## config.mk

```make
export PLATFORM = sky130hd
export DESIGN_NAME = fifo_port_ctrl
export DESIGN_NICKNAME = d
export VERILOG_FILES = /design/src/rtl/fpc_pkg.sv /design/src/rtl/fpc_pipe_buf.sv /design/src/rtl/fpc_switch_window.sv /design/src/rtl/fpc_cmd_gate.sv /design/src/rtl/fifo_port_ctrl.sv
export SDC_FILE = /design/constraint.sdc
export NUM_CORES = 1
export LEC_CHECK = 0
export BUFFER_PORTS_ARGS = -buffer_cell sky130_fd_sc_hd__buf_2
export CAP_MARGIN = 20
export CORE_UTILIZATION = 45
export DETAILED_ROUTE_END_ITERATION = 10
export GPL_TIMING_DRIVEN = 0
export SETUP_SLACK_MARGIN = 0.5
export SYNTH_ARGS = -nofsm -noshare
export SYNTH_HDL_FRONTEND = slang
export SYNTH_HIERARCHICAL = 1
export SYNTH_SLANG_ARGS = --single-unit
```

## constraint.sdc

```tcl
create_clock -name clk -period 5.05 [get_ports clk]
set_input_delay 0 -clock clk [delete_from_list [all_inputs] [get_ports clk]]
set_output_delay 0 -clock clk [all_outputs]
set_load 0.02 [all_outputs]
```

## src/rtl/fpc_pkg.sv

```systemverilog
package fpc_pkg;
  typedef enum logic [1:0] {
    ADDR_SEL  = 2'd0,
    ADDR_CTRL = 2'd1,
    ADDR_STAT = 2'd2,
    ADDR_DATA = 2'd3
  } reg_addr_e;

  localparam int REG_W        = 16;
  localparam int SEL_DIR_BIT  = 8;
  localparam int SEL_RCNT_BIT = 9;
  localparam int CTRL_TGL_BIT = 0;
  localparam int CTRL_CLR_BIT = 1;
  localparam int STAT_RDY_BIT = 15;
  localparam int STAT_INV_BIT = 14;
endpackage

```

## src/rtl/fpc_pipe_buf.sv

```systemverilog
module fpc_pipe_buf #(
  parameter int DATA_W = 16,
  parameter int DEPTH  = 8,
  parameter int LEN_W  = 10
) (
  input  logic              clk,
  input  logic              rst_n,
  input  logic              push,
  input  logic [DATA_W-1:0] push_data,
  input  logic              pop,
  output logic [DATA_W-1:0] head_data,
  input  logic              done,
  input  logic              give,
  input  logic              flush,
  output logic [LEN_W-1:0]  len,
  output logic [LEN_W-1:0]  pkt_len,
  output logic              handed,
  output logic              full
);
  localparam int PTR_W = (DEPTH > 1) ? $clog2(DEPTH) : 1;
  localparam logic [LEN_W-1:0] DEPTH_L = LEN_W'(DEPTH);
  localparam logic [PTR_W-1:0] LAST_P  = PTR_W'(DEPTH - 1);

  logic [DATA_W-1:0] mem [DEPTH];
  logic [PTR_W-1:0]  wptr_q, wptr_d, rptr_q, rptr_d;
  logic [LEN_W-1:0]  len_q, len_d, pkt_q, pkt_d;
  logic              hand_q, hand_d;
  logic              push_ok, pop_ok;

  assign full    = (len_q == DEPTH_L);
  assign push_ok = push && !full && !flush;
  assign pop_ok  = pop && (len_q != '0) && !flush;

  function automatic logic [PTR_W-1:0] ptr_inc(input logic [PTR_W-1:0] p);
    return (p == LAST_P) ? '0 : p + 1'b1;
  endfunction

  always_comb begin
    wptr_d = wptr_q;
    rptr_d = rptr_q;
    len_d  = len_q;
    pkt_d  = pkt_q;
    hand_d = hand_q;
    if (flush) begin
      wptr_d = '0;
      rptr_d = '0;
      len_d  = '0;
      pkt_d  = '0;
      hand_d = 1'b0;
    end else begin
      if (push_ok) wptr_d = ptr_inc(wptr_q);
      if (pop_ok)  rptr_d = ptr_inc(rptr_q);
      case ({push_ok, pop_ok})
        2'b10:   len_d = len_q + 1'b1;
        2'b01:   len_d = len_q - 1'b1;
        default: len_d = len_q;
      endcase
      if (done || give) begin
        hand_d = 1'b1;
        pkt_d  = len_d;
      end else if (pop_ok && (len_d == '0)) begin
        hand_d = 1'b0;
      end
    end
  end

  always_ff @(posedge clk or negedge rst_n) begin
    if (!rst_n) begin
      wptr_q <= '0;
      rptr_q <= '0;
      len_q  <= '0;
      pkt_q  <= '0;
      hand_q <= 1'b0;
    end else begin
      wptr_q <= wptr_d;
      rptr_q <= rptr_d;
      len_q  <= len_d;
      pkt_q  <= pkt_d;
      hand_q <= hand_d;
    end
  end

  always_ff @(posedge clk) begin
    if (push_ok) mem[wptr_q] <= push_data;
  end

  assign head_data = mem[rptr_q];
  assign len       = len_q;
  assign pkt_len   = pkt_q;
  assign handed    = hand_q;

  // stored length never passes the buffer depth
  assert_len_bound_R10: assert property (@(posedge clk) disable iff (!rst_n)
    len_q <= DEPTH_L);
  // an accepted clear leaves the buffer empty and not handed over
  assert_flush_empties_R6: assert property (@(posedge clk) disable iff (!rst_n)
    flush |=> (len_q == '0) && !hand_q);
  // taking the last word releases the hand-over
  assert_last_pop_R11: assert property (@(posedge clk) disable iff (!rst_n)
    (pop_ok && (len_q == LEN_W'(1)) && !push_ok && !done && !give) |=> !hand_q);
endmodule

```

## src/rtl/fpc_switch_window.sv

```systemverilog
module fpc_switch_window #(
  parameter int LEN_W     = 10,
  parameter int HOLD_CYC  = 2,
  parameter int LOW_CYC   = 20,
  parameter int VALID_CYC = 45
) (
  input  logic             clk,
  input  logic             rst_n,
  input  logic             switch_evt,
  input  logic             live_ready,
  input  logic [LEN_W-1:0] live_len,
  output logic             disp_ready,
  output logic [LEN_W-1:0] disp_len,
  output logic             invalid
);
  localparam int CNT_W = $clog2(VALID_CYC + 1);
  localparam logic [CNT_W-1:0] HOLD_C  = CNT_W'(HOLD_CYC);
  localparam logic [CNT_W-1:0] LOW_C   = CNT_W'(LOW_CYC);
  localparam logic [CNT_W-1:0] VALID_C = CNT_W'(VALID_CYC);

  logic [CNT_W-1:0] cnt_q, cnt_d;
  logic             snap_rdy_q, snap_rdy_d;
  logic [LEN_W-1:0] snap_len_q, snap_len_d;
  logic             in_hold, in_blank;

  assign in_hold  = (cnt_q != '0) && (cnt_q <= HOLD_C);
  assign in_blank = (cnt_q > HOLD_C);

  always_comb begin
    if (in_blank) begin
      disp_ready = 1'b0;
      disp_len   = '0;
    end else if (in_hold) begin
      disp_ready = snap_rdy_q;
      disp_len   = snap_len_q;
    end else begin
      disp_ready = live_ready;
      disp_len   = live_len;
    end
    invalid = in_blank;
  end

  always_comb begin
    cnt_d      = cnt_q;
    snap_rdy_d = snap_rdy_q;
    snap_len_d = snap_len_q;
    if (switch_evt) begin
      cnt_d      = CNT_W'(1);
      snap_rdy_d = disp_ready;
      snap_len_d = disp_len;
    end else if (cnt_q == VALID_C) begin
      cnt_d = '0;
    end else if (cnt_q != '0) begin
      cnt_d = cnt_q + 1'b1;
    end
  end

  always_ff @(posedge clk or negedge rst_n) begin
    if (!rst_n) begin
      cnt_q      <= '0;
      snap_rdy_q <= 1'b0;
      snap_len_q <= '0;
    end else begin
      cnt_q      <= cnt_d;
      snap_rdy_q <= snap_rdy_d;
      snap_len_q <= snap_len_d;
    end
  end

  // old status is held unchanged through the hold part of the window
  assert_hold_old_R3: assert property (@(posedge clk) disable iff (!rst_n)
    (in_hold && (cnt_q < HOLD_C)) |=> ($stable(disp_ready) && $stable(disp_len)));
  // ready is low by the low deadline
  assert_low_deadline_R3: assert property (@(posedge clk) disable iff (!rst_n)
    (cnt_q >= LOW_C) |-> (!disp_ready && invalid));
  // window ends right after its last invalid cycle
  assert_valid_after_R3: assert property (@(posedge clk) disable iff (!rst_n)
    ((cnt_q == VALID_C) && !switch_evt) |=> !invalid);
endmodule

```

## src/rtl/fpc_cmd_gate.sv

```systemverilog
module fpc_cmd_gate #(
  parameter int PIPE_W = 2
) (
  input  logic              clk,
  input  logic              rst_n,
  input  logic              cmd_tgl,
  input  logic              cmd_clr,
  input  logic [PIPE_W-1:0] sel,
  input  logic              nak_sel,
  input  logic              busy_sel,
  input  logic              err_rd,
  output logic              give,
  output logic              flush,
  output logic              irq_buf,
  output logic              irq_empty,
  output logic              err
);
  logic ctrl_pipe, cond_ok, req_any;
  logic irq_buf_q, irq_buf_d, irq_empty_q, irq_empty_d, err_q, err_d;

  assign ctrl_pipe = (sel == '0);
  assign cond_ok   = nak_sel && !busy_sel;
  assign req_any   = (cmd_tgl || cmd_clr) && !ctrl_pipe;
  assign flush     = cmd_clr && !ctrl_pipe && cond_ok;
  assign give      = cmd_tgl && !cmd_clr && !ctrl_pipe && cond_ok;

  always_comb begin
    irq_buf_d   = give || flush;
    irq_empty_d = flush;
    err_d       = err_q;
    if (req_any && !cond_ok) err_d = 1'b1;
    else if (err_rd)         err_d = 1'b0;
  end

  always_ff @(posedge clk or negedge rst_n) begin
    if (!rst_n) begin
      irq_buf_q   <= 1'b0;
      irq_empty_q <= 1'b0;
      err_q       <= 1'b0;
    end else begin
      irq_buf_q   <= irq_buf_d;
      irq_empty_q <= irq_empty_d;
      err_q       <= err_d;
    end
  end

  assign irq_buf   = irq_buf_q;
  assign irq_empty = irq_empty_q;
  assign err       = err_q;

  // an empty interrupt always comes with the buffer interrupt
  assert_clr_both_irq_R6: assert property (@(posedge clk) disable iff (!rst_n)
    irq_empty |-> irq_buf);
  // an interrupt only follows a command issued under NAK and idle engine
  assert_cond_met_R5: assert property (@(posedge clk) disable iff (!rst_n)
    irq_buf |-> $past(nak_sel && !busy_sel));
  // commands on the control pipe stay silent
  assert_ctrl_quiet_R8: assert property (@(posedge clk) disable iff (!rst_n)
    ((cmd_tgl || cmd_clr) && (sel == '0)) |=> (!irq_buf && !irq_empty));
  // the error bit stays set until it is read
  assert_err_sticky_R7: assert property (@(posedge clk) disable iff (!rst_n)
    (err && !err_rd) |=> err);
endmodule

```

## src/rtl/fifo_port_ctrl.sv

```systemverilog
module fifo_port_ctrl #(
  parameter int NUM_PIPES = 4,
  parameter int DATA_W    = 16,
  parameter int DEPTH     = 8,
  parameter int LEN_W     = 10,
  parameter int HOLD_CYC  = 2,
  parameter int LOW_CYC   = 20,
  parameter int VALID_CYC = 45,
  localparam int PIPE_W   = (NUM_PIPES > 1) ? $clog2(NUM_PIPES) : 1
) (
  input  logic                 clk,
  input  logic                 rst_n,
  input  logic                 reg_wr,
  input  logic                 reg_rd,
  input  logic [1:0]           reg_addr,
  input  logic [15:0]          reg_wdata,
  output logic [15:0]          reg_rdata,
  input  logic [NUM_PIPES-1:0] pipe_nak,
  input  logic [NUM_PIPES-1:0] eng_busy,
  input  logic                 eng_wr,
  input  logic                 eng_done,
  input  logic [PIPE_W-1:0]    eng_pipe,
  input  logic [DATA_W-1:0]    eng_wdata,
  output logic                 irq_buf,
  output logic                 irq_empty
);
  import fpc_pkg::*;

  logic [PIPE_W-1:0] sel_q, sel_d, new_sel;
  logic              dir_q, dir_d, rcnt_q, rcnt_d, new_dir;
  logic              sel_wr, switch_evt;
  logic              cmd_wr, cmd_tgl, cmd_clr, err_rd;
  logic              cpu_data_wr, cpu_data_rd;
  logic              give_acc, flush_acc, err;
  logic              live_ready, disp_ready, stat_invalid;
  logic [LEN_W-1:0]  live_len, disp_len;

  logic [DATA_W-1:0] head_a [NUM_PIPES];
  logic [LEN_W-1:0]  len_a  [NUM_PIPES];
  logic [LEN_W-1:0]  pkt_a  [NUM_PIPES];
  logic              hand_a [NUM_PIPES];
  logic              full_a [NUM_PIPES];

  assign new_sel     = reg_wdata[PIPE_W-1:0];
  assign new_dir     = reg_wdata[SEL_DIR_BIT];
  assign sel_wr      = reg_wr && (reg_addr == ADDR_SEL);
  assign switch_evt  = sel_wr && ((new_sel != sel_q) || (new_dir != dir_q));
  assign cmd_wr      = reg_wr && (reg_addr == ADDR_CTRL);
  assign cmd_tgl     = cmd_wr && reg_wdata[CTRL_TGL_BIT];
  assign cmd_clr     = cmd_wr && reg_wdata[CTRL_CLR_BIT];
  assign err_rd      = reg_rd && (reg_addr == ADDR_CTRL);
  assign cpu_data_wr = reg_wr && (reg_addr == ADDR_DATA) && dir_q;
  assign cpu_data_rd = reg_rd && (reg_addr == ADDR_DATA) && !dir_q;

  always_comb begin
    sel_d  = sel_q;
    dir_d  = dir_q;
    rcnt_d = rcnt_q;
    if (sel_wr) begin
      sel_d  = new_sel;
      dir_d  = new_dir;
      rcnt_d = reg_wdata[SEL_RCNT_BIT];
    end
  end

  always_ff @(posedge clk or negedge rst_n) begin
    if (!rst_n) begin
      sel_q  <= '0;
      dir_q  <= 1'b0;
      rcnt_q <= 1'b0;
    end else begin
      sel_q  <= sel_d;
      dir_q  <= dir_d;
      rcnt_q <= rcnt_d;
    end
  end

  for (genvar p = 0; p < NUM_PIPES; p++) begin : g_pipe
    logic eng_hit, is_sel;
    assign eng_hit = eng_wr && (eng_pipe == PIPE_W'(p));
    assign is_sel  = (sel_q == PIPE_W'(p));

    fpc_pipe_buf #(
      .DATA_W (DATA_W),
      .DEPTH  (DEPTH),
      .LEN_W  (LEN_W)
    ) u_buf (
      .clk       (clk),
      .rst_n     (rst_n),
      .push      (eng_hit || (cpu_data_wr && is_sel)),
      .push_data (eng_hit ? eng_wdata : reg_wdata[DATA_W-1:0]),
      .pop       (cpu_data_rd && is_sel),
      .head_data (head_a[p]),
      .done      (eng_done && (eng_pipe == PIPE_W'(p))),
      .give      (give_acc && is_sel),
      .flush     (flush_acc && is_sel),
      .len       (len_a[p]),
      .pkt_len   (pkt_a[p]),
      .handed    (hand_a[p]),
      .full      (full_a[p])
    );
  end

  fpc_cmd_gate #(
    .PIPE_W (PIPE_W)
  ) u_gate (
    .clk       (clk),
    .rst_n     (rst_n),
    .cmd_tgl   (cmd_tgl),
    .cmd_clr   (cmd_clr),
    .sel       (sel_q),
    .nak_sel   (pipe_nak[sel_q]),
    .busy_sel  (eng_busy[sel_q]),
    .err_rd    (err_rd),
    .give      (give_acc),
    .flush     (flush_acc),
    .irq_buf   (irq_buf),
    .irq_empty (irq_empty),
    .err       (err)
  );

  assign live_ready = dir_q ? !full_a[sel_q] : hand_a[sel_q];
  assign live_len   = (dir_q || rcnt_q) ? len_a[sel_q] : pkt_a[sel_q];

  fpc_switch_window #(
    .LEN_W     (LEN_W),
    .HOLD_CYC  (HOLD_CYC),
    .LOW_CYC   (LOW_CYC),
    .VALID_CYC (VALID_CYC)
  ) u_win (
    .clk        (clk),
    .rst_n      (rst_n),
    .switch_evt (switch_evt),
    .live_ready (live_ready),
    .live_len   (live_len),
    .disp_ready (disp_ready),
    .disp_len   (disp_len),
    .invalid    (stat_invalid)
  );

  always_comb begin
    reg_rdata = '0;
    case (reg_addr)
      ADDR_SEL: begin
        reg_rdata[PIPE_W-1:0]   = sel_q;
        reg_rdata[SEL_DIR_BIT]  = dir_q;
        reg_rdata[SEL_RCNT_BIT] = rcnt_q;
      end
      ADDR_CTRL: reg_rdata[0] = err;
      ADDR_STAT: begin
        reg_rdata[STAT_RDY_BIT] = disp_ready;
        reg_rdata[STAT_INV_BIT] = stat_invalid;
        reg_rdata[LEN_W-1:0]    = disp_len;
      end
      default: reg_rdata[DATA_W-1:0] = head_a[sel_q];
    endcase
  end
endmodule

```

# Yosys cells after proc, flatten, opt, wreduce, memory -nomap -nowiden
# Memories as Yosys holds them, arrays and structs flattened.
# Index checks and enable logic that the tools add are counted.
# totals
register_bits	132
mem_bits_rw	512
out_inout_bits	18
mem_count	4
# classes
add_sub_neg	17
order_cmp	4
n_eq_ne	32
mux	104
bitwise_logic	1
n_reduce_logical	121
# memory_table
name	depth	word_bits	read_ports	rd_clocked_by_memory_dff	write_ports	line	text
g_pipe[0].u_buf.mem	8	16	1	0	1	fpc_pipe_buf.sv:24	logic [DATA_W-1:0] mem [DEPTH];
g_pipe[1].u_buf.mem	8	16	1	0	1	fpc_pipe_buf.sv:24	
g_pipe[2].u_buf.mem	8	16	1	0	1	fpc_pipe_buf.sv:24	
g_pipe[3].u_buf.mem	8	16	1	0	1	fpc_pipe_buf.sv:24	
# op_table
cell	n
2-to-1 mux 10 bit	23
2-to-1 mux 16 bit	6
case mux 10 bit (2 select lines)	4
2-to-1 mux 3 bit	24
logical AND 1 bit	63
adder 10 x 1 -> 10 bit (second input constant)	4
binary-select mux 10 bit (select 2 bit)	2
equality test 10 x 4 -> 1 bit (second input constant)	4
logical NOT 10 bit	4
nonzero test 10 bit	4
subtractor 10 x 1 -> 10 bit (second input constant)	4
binary-select mux 16 bit (select 2 bit)	1
2-to-1 mux 1 bit	31
nonzero test 2 bit	13
adder 3 x 1 -> 3 bit (second input constant)	8
equality test 3 bit (second input constant)	8
equality test 2 bit (second input constant)	10
2-to-1 mux 6 bit	3
nonzero test 3 bit	5
equality test 2 x 1 -> 1 bit (second input constant)	7
logical NOT 1 bit	14
logical OR 1 bit	12
case mux 6 bit (2 select lines)	1
binary-select mux 1 bit (select 2 bit)	4
other kinds (17)	20

# Depth between registers and ports, before layout
# depth
ltp_word	16
ltp_mapped	20
mapped_depth_nobuf	16

# Modules after synthesis
# Netlist, hierarchy kept.
# modules_own_cells
mod	instances	cells_each	area_per_inst_um2	seq_area_each_um2
fpc_pipe_buf (g_pipe[3].u_buf)	1	375	6602.6	4519.3
fpc_pipe_buf (g_pipe[0].u_buf)	1	379	6593.8	4519.3
fpc_pipe_buf (g_pipe[2].u_buf)	1	380	6581.3	4519.3
fpc_pipe_buf (g_pipe[1].u_buf)	1	365	6495.0	4519.3
fifo_port_ctrl	1	218	2563.7	100.1
fpc_switch_window	1	93	974.7	425.4
fpc_cmd_gate	1	12	150.1	75.1

# Worst setup path before layout
# OpenSTA, ideal clock, no wires.
# synth_timing
path_type	reg2reg
start	reg sel_q[0]
end	reg g_pipe[0].u_buf.hand_q
setup_time_ps	119
t_arrival_ps	4484
t_required_ps	4931
setup_slack_ps	448
path_stages_with_launch	20
path_buffers	4
period_less_slack_ps	4602
cell_sequence	dfrtp_1 -> buf_6 -> buf_6 -> mux4_2 -> nand2b_4 -> nor3b_1 -> inv_1 -> nor3_1 -> clkbuf_1 -> nor2_1 -> inv_1 -> ha_1 -> ha_1 -> buf_4 -> nor2b_1 -> a221o_1 -> a311oi_2 -> and4_1 -> nand4_1 -> o21a_1
# synth_via
elab_chain_len	14
word_cells_on_any_way	32
classes_between	eq/ne (2); mux (8); reduce/logical (22)
# synth_rtl
element	line	text
start: declaration	fifo_port_ctrl.sv:29	logic [PIPE_W-1:0] sel_q, sel_d, new_sel;
start signal: assignment	fifo_port_ctrl.sv:72	sel_q <= sel_d;
binary-select mux 1 bit (select 2 bit)	fifo_port_ctrl.sv:113	.busy_sel (eng_busy[sel_q]),
2-to-1 mux 1 bit (implied by the code)	fifo_port_ctrl.sv:113	
logical NOT 1 bit	fpc_cmd_gate.sv:22	assign cond_ok = nak_sel && !busy_sel;
logical AND 1 bit	fpc_cmd_gate.sv:22	
logical AND 1 bit (*)	fpc_cmd_gate.sv:24	assign flush = cmd_clr && !ctrl_pipe && cond_ok;
via flush_acc	fifo_port_ctrl.sv:34	logic give_acc, flush_acc, err;
logical AND 1 bit (*)	fifo_port_ctrl.sv:96	.flush (flush_acc && is_sel),
logical NOT 1 bit	fpc_pipe_buf.sv:31, fpc_pipe_buf.sv:32	
logical AND 1 bit, on equally long branches	fpc_pipe_buf.sv:32, fpc_pipe_buf.sv:31	
equality test 2 x 1 -> 1 bit / equality test 2 bit (equally long branches)	fpc_pipe_buf.sv:53	case ({push_ok, pop_ok})
case mux 10 bit (2 select lines)	fpc_pipe_buf.sv:53	
2-to-1 mux 10 bit	fpc_pipe_buf.sv:44	if (flush) begin
logical NOT 10 bit	fpc_pipe_buf.sv:61	end else if (pop_ok && (len_d == '0)) begin
logical AND 1 bit	fpc_pipe_buf.sv:61	
nonzero test 3 bit (no source line)	n/a	
end signal: assignment	fpc_pipe_buf.sv:79	hand_q <= hand_d;
end: declaration	fpc_pipe_buf.sv:27	logic hand_q, hand_d;
# Mark *: on every way through the listed nets, which the timed path passes. The rest lies on a longest branch. The select of a mux whose other input is x is not followed.
# A chain may end at the register's enable or synchronous reset.

# Worst setup path after layout
# layout_timing
start	reg sel_q[0]
end	reg g_pipe[0].u_buf.pkt_q[9]
# layout_via
elab_chain_len	13
word_cells_on_any_way	30
classes_between	eq/ne (2); mux (8); reduce/logical (20)
# layout_rtl
element	line	text
binary-select mux 1 bit (select 2 bit)	fifo_port_ctrl.sv:113	
2-to-1 mux 1 bit (implied by the code)	fifo_port_ctrl.sv:113	
logical NOT 1 bit	fpc_cmd_gate.sv:22	
logical AND 1 bit	fpc_cmd_gate.sv:22	
logical AND 1 bit (*)	fpc_cmd_gate.sv:24	
via flush_acc	fifo_port_ctrl.sv:34	
logical AND 1 bit (*)	fifo_port_ctrl.sv:96	
logical NOT 1 bit	fpc_pipe_buf.sv:31, fpc_pipe_buf.sv:32	
logical AND 1 bit, on equally long branches	fpc_pipe_buf.sv:32, fpc_pipe_buf.sv:31	
equality test 2 x 1 -> 1 bit / equality test 2 bit (equally long branches)	fpc_pipe_buf.sv:53	
case mux 10 bit (2 select lines)	fpc_pipe_buf.sv:53	
2-to-1 mux 10 bit	fpc_pipe_buf.sv:44	
2-to-1 mux 10 bit	fpc_pipe_buf.sv:58	if (done || give) begin
2-to-1 mux 10 bit	fpc_pipe_buf.sv:44	
end signal: assignment	fpc_pipe_buf.sv:78	pkt_q <= pkt_d;
end: declaration	fpc_pipe_buf.sv:26	logic [LEN_W-1:0] len_q, len_d, pkt_q, pkt_d;
# Marked as above.

==> results.py <==
metrics = {
    "outcome": {
        "run_status": "complete, no violations",
    },
    "die": {
        "dieArea_um2": 67620,
        "io_pins": 68,
        "start_util_pct": 45.49,
        "row_count": 94,
        "fp.dieH_um": 260.0,
        "core_region_area_um2": 65860,
        "die_w_um": 260.0,
    },
    "global_routing": {
        "track_usage_pct": 24.15,
        "grt_max_degree": 74,
        "grt_pass1_wl_um": 118100,
        "grt_pass1_vias": 18045,
        "antenna_found_initial": 2,
        "grt-ovfl-total": 0,
    },
    "clock_tree": {
        "cts_tree": "built",
        "cts_buffers": 70,
        "clk_latency_ns": 0.62,
        "root_buffer": "clkbuf_16",
        "clkSinkCount": 644,
        "clockBufferDepth": 3,
        "clk_pin_slew_ns": 0.06,
        "cts.htree.levels": 3,
    },
    "timing": {
        "final_max_slew_viol_count": 0,
        "finalSetupViolCount": 0,
        "period_needed_ns": 4.403,
        "skew_ns": 0.02936,
        "max_freq_mhz": 227.1,
        "tns_ns": 0,
        "worst_slew_pin_slew_ns": 1.066,
        "max_slew_margin_pct": 28.54,
        "period_share_pct": 87.20,
        "hold_viol_final": 0,
        "whs_ns": 0.04114,
        "rsz0062_at_grt": "yes",
    },
    "yosys": {
        "synth_seq_cells": 644,
        "syn_nets": 1932,
        "synth_seq_area_share_pct": 62.34,
        "ys_types": 95,
        "async_flop_share_pct": 20.50,
        "synth-main-ff-cell": "edfxtp_1",
        "syn_area_um2": 29960,
        "synth-edff-count": 512,
        "avgSynthCellArea_um2": 16.44,
        "ys_warn_count": 6,
        "synthCells": 1822,
    },
    "route": {
        "dr.first_iter.drc_count": 1515,
        "totalWireLength_um": 79510,
        "via_per_inst": 5.976,
        "wire_per_inst_um": 26.53,
        "route.vias.total": 17911,
        "dr.pass1.iters": 5,
        "drc": 0,
        "ant_nets": 0,
    },
    "power": {
        "finalPower_w": 0.01734,
        "ir_drop_uv": 343.2,
        "powerDensity_nw_per_um2": 491.6,
        "p_leak_nw": 12.46,
    },
    "setup_path": {
        "endpoint_kind": "register",
        "arrival_ns": 4.92,
        "crit_fanout": 10,
        "critical_path_class": "register to register",
        "crit_required_ns": 5.57,
        "startpoint_type": "register",
    },
    "placed_design": {
        "placed_area_um2": 32060,
        "place.gp.congestion": 0.9651,
        "port_buffers": 64,
        "place_hpwl_um": 58020,
    },
    "cells_and_area": {
        "fillCellCount": 5309,
        "stdcell_area_um2": 35270,
        "fin_nets": 2186,
        "area_growth_pct": 17.71,
        "drive_gt1_share_pct": 31.30,
    },
    "run": {
        "drv_cap": 0,
    },
    "hold_path": {
        "hold_class": "primary input to register",
    },
}
==> kinds of logic (layout without fill, tap and decap cells) <==
group	count (synthesis)	count (layout)	share of synthesized area [%]
compound gates	218	218	5.550
xor+xnor	24	24	0.7016
fa+ha+maj	60	60	2.606
buf+inv	124	433	2.005
flops	644	644	62.34
mux	358	358	19.86
other cells	0	2	0
simple gates	394	394	6.936
==> stage by stage <==
| step | instances | setup slack, ns | util [%] |
|---|---|---|---|
| CTS | 2985 | 0.5128 | 53.31 |
| global placement | 2750 | -1.879 | 47.62 |
| detailed placement | 2791 | -0.9095 | 48.68 |
| finish | 2997 | 0.6466 | 53.55 |
| floorplan | 1822 | 0.5568 | - |
| global route | 2995 | 0.4453 | 53.54 |
==> worst max-delay path, stage by stage, from the launching register on <==
cell and delay, ns:
dfrtp_2 0.38, buf_8 0.16, buf_12 0.12, mux4_2 0.51, nand2b_4 0.18, nor3b_4 0.22, inv_2 0.11, nor3_1 0.21
clkbuf_4 0.21, nor2_1 0.06, inv_2 0.14, ha_4 0.21, buf_4 0.12, ha_1 0.27, and2_1 0.20, and3_1 0.20
and2_1 0.17, a2111o_1 0.37, or2_1 0.28, a211oi_2 0.18
==> final timing paths <==
path                                     startpoint                          to  slack (ns)  cells past startpoint
worst max register to register             sel_q[0]  g_pipe[0].u_buf/pkt_len[9]        0.65                     19
min in group asynchronous                     rst_n      g_pipe[0].u_buf/len[9]        0.53                      4
worst max-delay path                       sel_q[0]  g_pipe[0].u_buf/pkt_len[9]        0.65                     19
worst min register to register  u_win/snap_len_q[0]         u_win/snap_len_q[0]        0.50                      1
max in group asynchronous                     rst_n  g_pipe[3].u_buf/pkt_len[4]        4.15                      4
worst min-delay path                    reg_addr[0]         u_win/snap_len_q[8]        0.04                      5
==> final cells by class <==
type	instances	area (µm²)	share of cell area (%)
clock buffer	96	1921	5.446
inverter	26	97.59	0.2767
tap	864	1081	3.065
antenna	2	5.005	0.01419
clock inverter	31	300.3	0.8515
sequential	644	18680	52.96
multi-input combinational	1054	11010	31.21
timing repair buffer	182	1623	4.601
buffer	98	555.5	1.575
==> cells in the final DEF, fill, tap and decap left out, drive strengths merged, types with 17 or more instances in the layout <==
master       instances
a211oi              41
a21oi               53
a22o                20
and2                17
buf                182
clkbuf             137
clkinv              25
dfrtp              132
dlygate4sd3         57
edfxtp             512
ha                  56
inv                 28
mux2               143
mux2i               47
mux4               168
nand2               35
nor2               184
nor2b               18
nor3                27
nor3b               17
o21ai               31
==> power by group <==
part | leakage (nW) | internal [W] | switching, W
sequential | 6.24 | 0.00632 | 0.000666
clock | 1.07 | 0.00280 | 0.00211
combinational | 5.15 | 0.00253 | 0.00290
==> per-layer routing <==
metal	up-vias	global-route usage, %	routed length [µm]
met1	9336	33.33	33410
met3	154	4.191	5539
met4	0	8.644	2870
met5	-	0	0
met2	626	38.57	37680
li1	7795	-	-
==> what timing repair did <==
action,in CTS,in global routing
endpoints found under the setup margin,74,19
setup buffers,9,9
gates cloned,0,0
hold buffers,58,0
resized for setup,40,16
endpoints found under the hold margin,597,0
pin swaps,3,6
==> state kept, by name (all words and copies together) (netlist names) <==
signal and count:
g_pipe.u_buf/mem 512, g_pipe.u_buf/len 40, g_pipe.u_buf/pkt_len 40, g_pipe.u_buf/rptr_q 12, g_pipe.u_buf/wptr_q 12, u_win/snap_len_q 10
u_win/cnt_q 6, g_pipe.u_buf/handed 4, sel_q 2, dir_q 1, rcnt_q 1, u_gate/err 1
u_gate/irq_buf 1, u_gate/irq_empty 1, u_win/snap_rdy_q 1
==> Yosys cell counts, types with 24 or more instances <==
library cell	count	area (µm²)
clkbuf_1	41	153.9
edfxtp_1	512	15370
inv_1	24	90.09
mux4_2	145	3266
nor3_1	25	125.1
nand2_1	35	131.4
mux2_2	143	1610
nor2_1	184	690.7
a211oi_1	35	262.8
ha_1	56	700.7
mux2i_1	47	470.5
a21oi_1	53	265.3
buf_2	33	165.2
dfrtp_1	132	3303
(Power assumes the default switching activity.)
